==> config.mk <==
export PLATFORM = sky130hd
export DESIGN_NAME = mem_port_arbiter
export DESIGN_NICKNAME = d
export VERILOG_FILES = /design/src/rtl/mpa_pkg.sv /design/src/rtl/mpa_slot.sv /design/src/rtl/mpa_pick.sv /design/src/rtl/mpa_ret_fifo.sv /design/src/rtl/mem_port_arbiter.sv
export SDC_FILE = /design/constraint.sdc
export NUM_CORES = 1
export LEC_CHECK = 0
export BUFFER_PORTS_ARGS = -buffer_cell sky130_fd_sc_hd__buf_4
export CAP_MARGIN = 10
export CORE_MARGIN = 2
export CORE_UTILIZATION = 56
export DETAILED_ROUTE_END_ITERATION = 10
export MAX_ROUTING_LAYER = met4
export PLACE_DENSITY = 0.85
export SLEW_MARGIN = 20
export SYNTH_ARGS = -nofsm -noshare
export SYNTH_HDL_FRONTEND = slang
export SYNTH_SLANG_ARGS = --single-unit
export TNS_END_PERCENT = 10
==> constraint.sdc <==
create_clock -name clk -period 13.2 [get_ports clk]
set_input_delay 1.32 -clock clk [delete_from_list [all_inputs] [get_ports clk]]
set_output_delay 1.32 -clock clk [all_outputs]
set_load 0.01 [all_outputs]
==> src/rtl/mpa_pkg.sv <==
package mpa_pkg;

   typedef enum logic [1:0] {
      MPA_OP_RD  = 2'd0,
      MPA_OP_WR  = 2'd1,
      MPA_OP_REF = 2'd2
   } mpa_op_e;

   localparam int MPA_PRIO_W = 3;
   // key = {effective priority (4), half step (1), row hit (1)}
   localparam int MPA_KEY_W  = 6;
   // refresh sits between effective levels 6 and 7
   localparam logic [MPA_KEY_W-1:0] MPA_REF_KEY = 6'b0110_1_0;

   function automatic logic [MPA_KEY_W-1:0] mpa_key(
      input logic [MPA_PRIO_W-1:0] prio,
      input logic                  boost,
      input logic                  hit
   );
      logic [3:0] eff;
      eff = {1'b0, prio} + (boost ? 4'd8 : 4'd0);
      return {eff, 1'b0, hit};
   endfunction

endpackage

==> src/rtl/mpa_slot.sv <==
module mpa_slot #(
   parameter int ADDR_W = 12,
   parameter int PAY_W  = 8
) (
   input  logic              clk,
   input  logic              rst_n,
   input  logic              req,
   input  logic              grant,
   input  logic [ADDR_W-1:0] addr_in,
   input  logic [PAY_W-1:0]  pay_in,
   output logic              pending,
   output logic [ADDR_W-1:0] addr_q,
   output logic [PAY_W-1:0]  pay_q
);

   always_ff @(posedge clk) begin
      if (!rst_n) begin
         pending <= 1'b0;
         addr_q  <= '0;
         pay_q   <= '0;
      end else if (!pending && req) begin
         pending <= 1'b1;
         addr_q  <= addr_in;
         pay_q   <= pay_in;
      end else if (grant) begin
         pending <= 1'b0;
      end
   end

endmodule

==> src/rtl/mpa_pick.sv <==
module mpa_pick #(
   parameter int N      = 9,
   parameter int KEY_W  = 6,
   parameter int IDX_W  = 4,
   parameter int TIE_RR = 1
) (
   input  logic [N-1:0]       valid,
   input  logic [N*KEY_W-1:0] keys,
   input  logic [IDX_W-1:0]   rr_last,
   output logic               any,
   output logic [IDX_W-1:0]   win
);

   logic [KEY_W-1:0] best;
   logic [N-1:0]     tied;

   always_comb begin
      best = '0;
      any  = 1'b0;
      for (int i = 0; i < N; i++) begin
         if (valid[i] && (!any || keys[i*KEY_W +: KEY_W] > best)) begin
            best = keys[i*KEY_W +: KEY_W];
            any  = 1'b1;
         end
      end
      for (int i = 0; i < N; i++) begin
         tied[i] = valid[i] && (keys[i*KEY_W +: KEY_W] == best);
      end
   end

   if (TIE_RR != 0) begin : g_rr
      always_comb begin
         logic found;
         int   idx;
         found = 1'b0;
         win   = '0;
         for (int off = 1; off <= N; off++) begin
            idx = int'(rr_last) + off;
            if (idx >= N) idx = idx - N;
            if (!found && tied[idx]) begin
               win   = IDX_W'(idx);
               found = 1'b1;
            end
         end
      end
   end else begin : g_fixed
      logic [IDX_W-1:0] rr_unused;
      assign rr_unused = rr_last;
      always_comb begin
         win = '0;
         for (int i = N - 1; i >= 0; i--) begin
            if (tied[i]) win = IDX_W'(i);
         end
      end
   end

endmodule

==> src/rtl/mpa_ret_fifo.sv <==
module mpa_ret_fifo #(
   parameter int DEPTH = 4,
   parameter int W     = 24
) (
   input  logic         clk,
   input  logic         rst_n,
   input  logic         push,
   input  logic [W-1:0] din,
   input  logic         pop,
   output logic [W-1:0] dout,
   output logic         full,
   output logic         empty
);

   localparam int PW = (DEPTH > 1) ? $clog2(DEPTH) : 1;
   localparam int CW = $clog2(DEPTH + 1);

   logic [W-1:0]  store [DEPTH];
   logic [PW-1:0] wptr, rptr;
   logic [CW-1:0] cnt;
   logic          do_push, do_pop;

   assign full    = (cnt == CW'(DEPTH));
   assign empty   = (cnt == '0);
   assign do_push = push && !full;
   assign do_pop  = pop && !empty;
   assign dout    = store[rptr];

   always_ff @(posedge clk) begin
      if (!rst_n) begin
         wptr <= '0;
         rptr <= '0;
         cnt  <= '0;
      end else begin
         if (do_push) wptr <= (wptr == PW'(DEPTH - 1)) ? '0 : wptr + 1'b1;
         if (do_pop)  rptr <= (rptr == PW'(DEPTH - 1)) ? '0 : rptr + 1'b1;
         case ({do_push, do_pop})
            2'b10:   cnt <= cnt + 1'b1;
            2'b01:   cnt <= cnt - 1'b1;
            default: cnt <= cnt;
         endcase
      end
   end

   always_ff @(posedge clk) begin
      if (do_push) store[wptr] <= din;
   end

endmodule

==> src/rtl/mem_port_arbiter.sv <==
module mem_port_arbiter
   import mpa_pkg::*;
#(
   parameter int NUM_RD    = 4,
   parameter int NUM_WR    = 4,
   parameter int ADDR_W    = 12,
   parameter int ROW_LSB   = 5,
   parameter int DATA_W    = 32,
   parameter int TAG_W     = 8,
   parameter int RET_DEPTH = 4,
   parameter int TIE_RR    = 1,
   parameter logic [NUM_RD*MPA_PRIO_W-1:0] RD_PRIO = 12'h0D9,
   parameter logic [NUM_WR*MPA_PRIO_W-1:0] WR_PRIO = 12'hF9A
) (
   input  logic                     clk,
   input  logic                     rst_n,
   input  logic [NUM_RD-1:0]        rd_req,
   input  logic [NUM_RD*ADDR_W-1:0] rd_addr,
   input  logic [NUM_RD*TAG_W-1:0]  rd_tag_in,
   input  logic [NUM_RD-1:0]        rd_boost,
   output logic [NUM_RD-1:0]        rd_busy,
   output logic [NUM_RD-1:0]        rd_ready,
   output logic [DATA_W-1:0]        rd_data,
   output logic [TAG_W-1:0]         rd_tag_out,
   output logic [ADDR_W-1:0]        rd_addr_out,
   input  logic [NUM_WR-1:0]        wr_req,
   input  logic [NUM_WR*ADDR_W-1:0] wr_addr,
   input  logic [NUM_WR*DATA_W-1:0] wr_data,
   input  logic [NUM_WR-1:0]        wr_boost,
   output logic [NUM_WR-1:0]        wr_busy,
   input  logic                     refresh_req,
   output logic                     cmd_valid,
   input  logic                     cmd_ready,
   output logic [1:0]               cmd_op,
   output logic [3:0]               cmd_port,
   output logic [ADDR_W-1:0]        cmd_addr,
   output logic [DATA_W-1:0]        cmd_wdata,
   input  logic                     mem_rvalid,
   input  logic [DATA_W-1:0]        mem_rdata
);

   localparam int NUM_C   = NUM_RD + NUM_WR + 1;
   localparam int REF_IDX = NUM_C - 1;
   localparam int IDX_W   = $clog2(NUM_C);
   localparam int ROW_W   = ADDR_W - ROW_LSB;
   localparam int PORT_W  = 4;
   localparam int RET_W   = PORT_W + TAG_W + ADDR_W;

   // ---------------- elaboration checks ----------------
   if (NUM_RD < 1 || NUM_RD > 16) begin : g_bad_rd
      $error("NUM_RD must be 1..16");
   end
   if (NUM_WR < 1 || NUM_WR > 16) begin : g_bad_wr
      $error("NUM_WR must be 1..16");
   end
   if (ROW_LSB < 0 || ROW_LSB >= ADDR_W) begin : g_bad_row
      $error("ROW_LSB must lie inside the address");
   end
   if (RET_DEPTH < 1 || (RET_DEPTH & (RET_DEPTH - 1)) != 0) begin : g_bad_depth
      $error("RET_DEPTH must be a power of two");
   end

   // ---------------- candidate state ----------------
   logic [NUM_C-1:0]         c_valid;
   logic [NUM_C*MPA_KEY_W-1:0] c_keys;
   logic [ADDR_W-1:0]        c_addr [NUM_C];
   logic [TAG_W-1:0]         rd_tag_q [NUM_RD];
   logic [DATA_W-1:0]        wr_data_q [NUM_WR];
   logic [NUM_RD-1:0]        rd_pend;
   logic [NUM_WR-1:0]        wr_pend;

   logic                     any_c, fire;
   logic [IDX_W-1:0]         win, rr_last;
   logic                     open_v;
   logic [ROW_W-1:0]         open_row;
   logic                     ret_full, ret_empty;
   logic [RET_W-1:0]         ret_din, ret_dout;
   logic                     win_is_rd, win_is_wr, win_is_ref;

   for (genvar g = 0; g < NUM_RD; g++) begin : g_rd
      logic hit;
      mpa_slot #(.ADDR_W(ADDR_W), .PAY_W(TAG_W)) u_slot (
         .clk     (clk),
         .rst_n   (rst_n),
         .req     (rd_req[g]),
         .grant   (fire && (win == IDX_W'(g))),
         .addr_in (rd_addr[g*ADDR_W +: ADDR_W]),
         .pay_in  (rd_tag_in[g*TAG_W +: TAG_W]),
         .pending (rd_pend[g]),
         .addr_q  (c_addr[g]),
         .pay_q   (rd_tag_q[g])
      );
      assign hit = open_v && (c_addr[g][ADDR_W-1:ROW_LSB] == open_row);
      assign c_valid[g] = rd_pend[g] && !ret_full;
      assign c_keys[g*MPA_KEY_W +: MPA_KEY_W] =
         mpa_key(RD_PRIO[g*MPA_PRIO_W +: MPA_PRIO_W], rd_boost[g], hit);
   end

   for (genvar g = 0; g < NUM_WR; g++) begin : g_wr
      localparam int CI = NUM_RD + g;
      logic hit;
      mpa_slot #(.ADDR_W(ADDR_W), .PAY_W(DATA_W)) u_slot (
         .clk     (clk),
         .rst_n   (rst_n),
         .req     (wr_req[g]),
         .grant   (fire && (win == IDX_W'(CI))),
         .addr_in (wr_addr[g*ADDR_W +: ADDR_W]),
         .pay_in  (wr_data[g*DATA_W +: DATA_W]),
         .pending (wr_pend[g]),
         .addr_q  (c_addr[CI]),
         .pay_q   (wr_data_q[g])
      );
      assign hit = open_v && (c_addr[CI][ADDR_W-1:ROW_LSB] == open_row);
      assign c_valid[CI] = wr_pend[g];
      assign c_keys[CI*MPA_KEY_W +: MPA_KEY_W] =
         mpa_key(WR_PRIO[g*MPA_PRIO_W +: MPA_PRIO_W], wr_boost[g], hit);
   end

   assign c_valid[REF_IDX] = refresh_req;
   assign c_keys[REF_IDX*MPA_KEY_W +: MPA_KEY_W] = MPA_REF_KEY;
   assign c_addr[REF_IDX] = '0;

   assign rd_busy = rd_pend;
   assign wr_busy = wr_pend;

   // ---------------- selection ----------------
   mpa_pick #(.N(NUM_C), .KEY_W(MPA_KEY_W), .IDX_W(IDX_W), .TIE_RR(TIE_RR)) u_pick (
      .valid   (c_valid),
      .keys    (c_keys),
      .rr_last (rr_last),
      .any     (any_c),
      .win     (win)
   );

   assign win_is_rd  = (win < IDX_W'(NUM_RD));
   assign win_is_ref = (win == IDX_W'(REF_IDX));
   assign win_is_wr  = !win_is_rd && !win_is_ref;

   assign cmd_valid = any_c;
   assign fire      = any_c && cmd_ready;

   always_comb begin
      mpa_op_e op;
      op        = MPA_OP_RD;
      cmd_port  = '0;
      cmd_wdata = '0;
      cmd_addr  = c_addr[win];
      if (win_is_ref) begin
         op = MPA_OP_REF;
      end else if (win_is_wr) begin
         op       = MPA_OP_WR;
         cmd_port = PORT_W'(win - IDX_W'(NUM_RD));
         for (int i = 0; i < NUM_WR; i++) begin
            if (win == IDX_W'(NUM_RD + i)) cmd_wdata = wr_data_q[i];
         end
      end else begin
         cmd_port = PORT_W'(win);
      end
      cmd_op = op;
   end

   // ---------------- open row and rotation ----------------
   always_ff @(posedge clk) begin
      if (!rst_n) begin
         rr_last  <= IDX_W'(REF_IDX);
         open_v   <= 1'b0;
         open_row <= '0;
      end else if (fire) begin
         rr_last <= win;
         if (win_is_ref) begin
            open_v <= 1'b0;
         end else begin
            open_v   <= 1'b1;
            open_row <= cmd_addr[ADDR_W-1:ROW_LSB];
         end
      end
   end

   // ---------------- read return path ----------------
   always_comb begin
      ret_din = {cmd_port, rd_tag_q[0], cmd_addr};
      for (int i = 0; i < NUM_RD; i++) begin
         if (win == IDX_W'(i)) ret_din = {cmd_port, rd_tag_q[i], cmd_addr};
      end
   end

   mpa_ret_fifo #(.DEPTH(RET_DEPTH), .W(RET_W)) u_ret (
      .clk   (clk),
      .rst_n (rst_n),
      .push  (fire && win_is_rd),
      .din   (ret_din),
      .pop   (mem_rvalid),
      .dout  (ret_dout),
      .full  (ret_full),
      .empty (ret_empty)
   );

   always_ff @(posedge clk) begin
      if (!rst_n) begin
         rd_ready    <= '0;
         rd_data     <= '0;
         rd_tag_out  <= '0;
         rd_addr_out <= '0;
      end else begin
         rd_ready <= '0;
         if (mem_rvalid && !ret_empty) begin
            for (int i = 0; i < NUM_RD; i++) begin
               rd_ready[i] <= (ret_dout[RET_W-1 -: PORT_W] == PORT_W'(i));
            end
            rd_data     <= mem_rdata;
            rd_tag_out  <= ret_dout[ADDR_W +: TAG_W];
            rd_addr_out <= ret_dout[ADDR_W-1:0];
         end
      end
   end

endmodule

# After elaboration in Yosys (flattened, before gate mapping)
# Memory sizes are Yosys's and may differ from the RTL's. A register that Yosys moved wholly into a read port is not among the register bits.
# Index checks and enable logic that the tools add are counted.
[word_totals]
reg_bits = 339
out_inout_bits = 115
ram_bits = 96
input_bits = 309
word_cells = 355
n_memories = 1
[op_classes]
n_lt_le_gt_ge = 28
add_sub_neg = 30
mux = 119
bitwise_logic = 2
eq_ne = 33
reduce_logical = 108
[mem_list]
columns = ["name", "depth", "width", "rd", "rd_clocked_by_memory_dff", "wr", "line", "source"]
rows = [
  ["u_ret.store", 4, 24, 1, 1, 1, "mpa_ret_fifo.sv:18", "logic [W-1:0] store [DEPTH];"],
]
[ops]
columns = ["operator", "n"]
rows = [
  ["32-bit two-way mux", 15],
  ["32-bit by 5-bit >= comparator with 1-bit output, second input constant", 9],
  ["32-bit by 6-bit less-than comparator with 1-bit output, second input constant", 9],
  ["32-bit by 5-bit subtractor with 32-bit output, second input constant", 9],
  ["4-bit two-way mux", 19],
  ["20-bit two-way mux", 3],
  ["1-bit logical AND", 58],
  ["7-bit == test", 8],
  ["1-bit two-way mux", 55],
  ["6-bit two-way mux", 9],
  ["12-bit binary-select mux with 4-bit select", 1],
  ["6-bit == test", 8],
  ["6-bit > comparator", 7],
  ["1-bit binary-select mux with 4-bit select", 9],
  ["1-bit logical NOT", 28],
  ["12-bit two-way mux", 2],
  ["4-bit by 3-bit adder with 5-bit output, second input constant", 4],
  ["2-bit nonzero test", 9],
  ["2-bit by 4-bit adder with 4-bit output, first input constant", 4],
  ["4-bit by 2-bit == test with 1-bit output, second input constant", 4],
  ["4-bit by 3-bit == test with 1-bit output, second input constant", 4],
  ["4-bit by 2-bit adder with 5-bit output, second input constant", 2],
  ["4-bit by 4-bit adder with 5-bit output, second input constant", 2],
  ["2-bit two-way mux", 5],
  ["23 further kinds", 37],
]

# Logic depth before layout (Yosys ltp)
[depth]
word_depth = 73
ltp_mapped = 56
depth_no_buf = 51

# Cells and area by module
# From an unflattened synthesis, not the netlist that was laid out.
[unflattened]
cells_unflattened = 2980
area_unflattened_um2 = 27020.9
[by_module_without_submodules]
columns = ["module", "instances", "area_per_inst_um2", "cells_each", "seq_area_each_um2"]
rows = [
  ["mpa_slot at g_wr[0].u_slot ...", 4, 1856.8, 195, 900.9],
  ["mpa_pick", 1, 6909.1, 1017, 0.0],
  ["mem_port_arbiter", 1, 5173.7, 637, 1361.3],
  ["mpa_ret_fifo", 1, 3997.6, 182, 3062.9],
  ["mpa_slot at g_rd[0].u_slot ...", 4, 878.3, 91, 420.4],
]

# Worst setup path before layout
# Ideal clock, no wire load.
[synth_path]
path_kind = "input port to output port"
start = "input rd_boost[0]"
end = "output cmd_addr[0]"
cell_stages = 49
path_buffers = 5
required_time_ps = 11880
arrival_ps = 10517
setup_slack_ps = 1363
cell_sequence = "nand2_1 > o21ai_1 > nand4_1 > o31ai_1 > ha_1 > nor2_1 > o21ai_0 > a211o_1 > mux2i_1 > ha_1 > o211a_2 > mux2i_1 > mux2i_1 > inv_1 > ha_1 > nand2_1 > o21ai_1 > nand3_1 > (+13 left out) > mux2i_1 > o21ai_0 > o2111ai_1 > nor2_1 > mux2_2 > o311ai_1 > a21oi_1 > a31o_2 > nor4_2 > nand2_1 > o21ai_0 > o22a_1 > buf_6 > buf_6 > mux2i_1 > mux2i_1 > a22o_1 > buf_4"
[synth_between]
elab_chain_len = 69
word_cells_on_any_way = 131
classes_between = "1 x add/sub; 8 x order compare; 9 x eq/ne; 64 x mux; 1 x bitwise; 48 x reduce/logical"
[synth_rtl]
columns = ["element", "line", "source"]
rows = [
  ["start: declaration", "mem_port_arbiter.sv:20", "input logic [NUM_RD-1:0] rd_boost,"],
  ["4-bit two-way mux (*)", "mpa_pkg.sv:21", "eff = {1'b0, prio} + (boost ? 4'd8 : 4'd0);"],
  ["1-bit by 4-bit adder with 4-bit output (*)", "mpa_pkg.sv:21", ""],
  ["6-bit two-way mux", "mpa_pick.sv:21", "if (valid[i] && (!any || keys[i*KEY_W +: KEY_W] > best)) begin"],
  ["6-bit > comparator", "mpa_pick.sv:21", ""],
  ["1-bit logical OR", "mpa_pick.sv:21", ""],
  ["1-bit logical AND", "mpa_pick.sv:21", ""],
  ["6-bit two-way mux or 1-bit two-way mux (tied branches)", "mpa_pick.sv:21", ""],
  ["6-bit > comparator or 1-bit logical NOT (tied branches)", "mpa_pick.sv:21", ""],
  ["(+52 left out)", "-", ""],
  ["1-bit logical AND", "mpa_pick.sv:40", "if (!found && tied[idx]) begin"],
  ["1-bit two-way mux", "mpa_pick.sv:40", ""],
  ["1-bit logical NOT", "mpa_pick.sv:40", ""],
  ["1-bit logical AND", "mpa_pick.sv:40", ""],
  ["4-bit two-way mux (*)", "mpa_pick.sv:40", ""],
  ["4-bit inverter with 5-bit output (implied by the code) (*)", "mem_port_arbiter.sv:147", "cmd_addr = c_addr[win];"],
  ["12-bit binary-select mux with 4-bit select (*)", "mem_port_arbiter.sv:147", ""],
  ["12-bit two-way mux (implied by the code) (*) (2 in series)", "mem_port_arbiter.sv:147", ""],
  ["end: declaration", "mem_port_arbiter.sv:36", "output logic [ADDR_W-1:0] cmd_addr,"],
]
# Every way passes the cells marked *; elsewhere a longest branch is shown, timed or not. The select of a mux whose other input is x is not followed.

# Worst setup path in the final report
[layout_path]
start = "register open_row[1]"
end = "output cmd_addr[1]"
[layout_between]
elab_chain_len = 69
word_cells_on_any_way = 145
classes_between = "8 x order compare; 17 x eq/ne; 63 x mux; 1 x bitwise; 56 x reduce/logical"
[layout_rtl]
columns = ["element", "line", "source"]
rows = [
  ["start: declaration", "mem_port_arbiter.sv:75", "logic [ROW_W-1:0] open_row;"],
  ["start signal: assignment", "mem_port_arbiter.sv:174", "open_row <= cmd_addr[ADDR_W-1:ROW_LSB];"],
  ["7-bit == test", "mem_port_arbiter.sv:93", "assign hit = open_v && (c_addr[g][ADDR_W-1:ROW_LSB] == open_row);"],
  ["1-bit logical AND", "mem_port_arbiter.sv:93", ""],
  ["6-bit two-way mux", "mpa_pick.sv:21", ""],
  ["6-bit > comparator", "mpa_pick.sv:21", ""],
  ["1-bit logical OR", "mpa_pick.sv:21", ""],
  ["1-bit logical AND", "mpa_pick.sv:21", ""],
  ["6-bit two-way mux or 1-bit two-way mux (tied branches)", "mpa_pick.sv:21", ""],
  ["6-bit > comparator or 1-bit logical NOT (tied branches)", "mpa_pick.sv:21", ""],
  ["(+52 left out)", "-", ""],
  ["1-bit logical AND", "mpa_pick.sv:40", ""],
  ["1-bit two-way mux", "mpa_pick.sv:40", ""],
  ["1-bit logical NOT", "mpa_pick.sv:40", ""],
  ["1-bit logical AND", "mpa_pick.sv:40", ""],
  ["4-bit two-way mux (*)", "mpa_pick.sv:40", ""],
  ["4-bit inverter with 5-bit output (implied by the code) (*)", "mem_port_arbiter.sv:147", ""],
  ["12-bit binary-select mux with 4-bit select (*)", "mem_port_arbiter.sv:147", ""],
  ["12-bit two-way mux (implied by the code) (*) (2 in series)", "mem_port_arbiter.sv:147", ""],
]
# Marked as above.

==> impl_metrics.csv <==
group,metric,value,unit
run_status,status,"completed",
route,drt_wl_total,74.53,mm
final_layout,syn2layout_area_growth,23.32,%
sta,min_period,12.78,ns
synthesis,ys_ff_latch,437,
critical_path,path_buf_inv,5,
sta,slew_headroom,25.66,%
sta,tightest_slew,1.111,ns
synthesis,synth_edf_count,96,
placement,place_inst,3424,
hold_path,hold_path.class,"flop to flop",
synthesis,yosysWarnings,0,
clock_tree,hold_buffers,0,
critical_path,critPathTopFamily,"simple AND/OR/NAND/NOR gates",
critical_path,cp.required,11.88,ns
die,die_h,203.2,microns
critical_path,r2r_setup_slack,1.54,ns
sta,skew,0.01744,ns
sta,max_freq,78.26,MHz
route,wire_per_inst,21.23,microns
clock_tree,numClockSinks,437,
route,maxUsedRoutingLayer,"met4",
grt,antenna_found_initial,3,
critical_path,cp_max_fo,10,
critical_path,worstReg2RegEnd,"u_ret.cnt[2]",
synthesis,postSynthAreaPerCell,8.548,sq um
placement,place_area,0.02581,sq mm
sta,hold_viol,0,
sta,setup_viol,0,
sta,timing.final.crit_share,96.80,%
grt,grt.total_usage,35.88,%
critical_path,ff2ff_path_depth,53,
route,ant_nets,0,
flow_run,max-cap-violations,0,
die,std_cell_rows,72,
route,dr.first_iter.drc_count,1988,
route,vias,21180,
clock_tree,clk_latency,0.58,ns
critical_path,worstSetupStartpointType,"flop",
sta,fin_tns_setup,0,ns
clock_tree,path_clk_slew,0.06,ns
synthesis,synth_cell_types,93,
die,io_pins,424,
route,drt_first_pass_iters,6,
synthesis,ys_async_sr_fraction,0,%
grt,grt_pass1_vias,20500,
critical_path,crit_slowest_cell,"nor4b_1",
final_layout,drive_above_1_share,22.72,%
critical_path,worst_path_largest_cell_delay,0.68,ns
sta,final-max-slew-violation-count,0,
die,start_util,57.11,%
grt,grt_pass1_wl,112.7,mm
final_layout,final_area,0.02741,sq mm
route,dr_wl_met3,7.758,mm
clock_tree,cts_buffers,44,
placement,dp_hpwl,53.05,mm
clock_tree,cts.path.max_buffers,3,
die,dieArea,0.04129,sq mm
final_layout,fill_cells,2899,
hold_path,whs_path_depth,2,
placement,io_buffers,421,
critical_path,setup.worst_path.class,"flop to primary output",
final_layout,nets,3308,
placement,place.gp.congestion,1.076,
critical_path,crit_top_cell,"ha_1",
critical_path,cp.arrival,11.46,ns
route,viasPerCell,6.033,
route,wl_met2,34.50,mm
synthesis,synthFlopType,"dfxtp_1",
hold_path,min_to,"g_wr[2].u_slot.pay_q[24]",
die,core_area,0.03892,sq mm
clock_tree,cts_tree,"yes",
hold_path,min_from,"g_wr[2].u_slot.pay_q[24]",
grt,overflow,0,
route,drcViolationCount,0,
synthesis,synth_area,0.02222,sq mm
clock_tree,cts_htree_levels,2,
synthesis,netlist_instances,2600,
critical_path,end_kind,"primary output",
critical_path,rr_startpoint,"open_row[1]",
final_layout,final_cells,3510,
route,met1_length,28.68,mm
die,die_w,203.2,microns
synthesis,ys_seq_area_share,43.69,%
final_layout,final_core_util,70.42,%
grt,grt_max_degree,156,
clock_tree,clockRootBuffer,"clkbuf_16",
logic make-up after synthesis:
logic type                 share of synthesized area (%)
AOI/OAI and AO/OA                                  17.68
other                                            0.01687
xor gates and xnor gates                           3.586
DFF                                                43.69
muxes                                              9.453
buffers and inverters                              5.129
and+or+nand+nor                                    18.24
adders and majority gates                          2.207
worst max-delay path by stage:
stage / from / endpoint / slack (ns) / depth (start not counted)
floorplan: rd_boost[0] / cmd_addr[0] / 1.36 / 49
global placement: rd_boost[0] / cmd_wdata[31] / 0.33 / 48
detailed placement: rd_boost[0] / cmd_addr[2] / 0.06 / 48
CTS: open_row[1] / cmd_addr[2] / 0.02 / 48
global route: open_row[4] / cmd_addr[0] / -0.04 / 50
finish: open_row[1] / cmd_addr[1] / 0.42 / 47
flip-flops by register name, indices dropped and copies added, names as in the netlist, named ones only:
register,cells
open_row,7
u_ret.rptr,2
rd_tag_out,8
g_rd.u_slot.pay_q,32
g_wr.u_slot.addr_q,48
g_wr.u_slot.pay_q,128
rd_addr_out,12
u_ret.store,96
u_ret.cnt,3
rr_last,4
g_rd.u_slot.pending,4
u_ret.wptr,2
g_wr.u_slot.pending,4
g_rd.u_slot.addr_q,48
rd_ready,4
open_v,1
rd_data,32
synthesized netlist by cell type, drive strengths merged (16+ instances only):
cell / instances / area (sq um)
xor2: 39 / 341.6
nand4: 17 / 106.4
clkbuf: 132 / 495.5
nand3: 26 / 130.1
o21ai: 67 / 346.6
buf: 73 / 509.2
dfxtp: 341 / 6827
mux4: 22 / 495.5
ha: 36 / 450.4
a211oi: 46 / 357.8
a21oi: 367 / 1852
edfxtp: 96 / 2883
mux2i: 112 / 1121
mux2: 43 / 484.2
nand2: 707 / 2656
nor3: 24 / 131.4
xnor2: 52 / 455.4
inv: 34 / 127.6
a31oi: 16 / 100.1
nor2: 114 / 427.9
nand2b: 18 / 112.6
metrics by stage:
stage / setup slack (ns) / hold slack [ns]
after floorplan: 1.363 / 0.4322
after global placement: 0.3341 / 0.4385
after detailed placement: 0.06172 / 0.4421
after CTS: 0.02134 / 0.4506
after global routing: -0.04349 / 0.4677
final: 0.4219 / 0.4518
layout by cell type, fill, tap and decap left out, drive strengths merged, types with 8 or more instances in the layout:
master,instances
a211o,9
a211oi,46
a21o,9
a21oi,367
a221oi,8
a31oi,16
and2,11
buf,511
clkbuf,61
clkinv,10
conb,10
dfxtp,341
edfxtp,96
ha,36
inv,38
mux2,43
mux2i,112
mux4,22
nand2,707
nand2b,18
nand3,26
nand4,17
nor2,114
nor2b,12
nor3,24
nor4,13
o211ai,9
o21a,8
o21ai,67
o22a,15
o31ai,13
xnor2,52
xor2,39
area by class of cell:
type                            instances  area (sq um)  share of cell area [%]
Sequential cell                       437          9711                   35.43
Inverter                               36         142.6                  0.5205
Clock buffer                           61          1189                   4.337
Timing Repair Buffer                  511          3946                   14.40
Multi-Input combinational cell       1931         11630                   42.45
Tap cell                              518         648.1                   2.365
Antenna cell                            3         7.507                 0.02739
Clock inverter                         13         127.6                  0.4657
repair_timing:
item / in CTS / in global routing
gates resized for setup: 1 / 43
pin swaps: 0 / 9
setup endpoints to repair: 1 / 46
buffers inserted: 0 / 8
endpoints found under the hold margin: 0 / 0
per-layer routing:
metal,up-vias,global-route usage (%)
li1,9733,-
met1,10050,43.53
met2,1166,56.74
met3,233,8.277
met4,0,17.00
met5,-,-
worst reg2reg max path: cells and delay by family, from the launching register on:
family	cells	cell delay, ns
adders and majority gates	7	1.79
buffers and inverters	9	1.42
AOI/OAI and AO/OA	18	3.97
and+or+nand+nor	14	3.30
DFF	1	0.32
xor gates and xnor gates	2	0.23
muxes	3	0.52
Power is left out: the tool's default activity adds up to more than one toggle a clock period on the data nets, which glitch-free logic cannot reach.
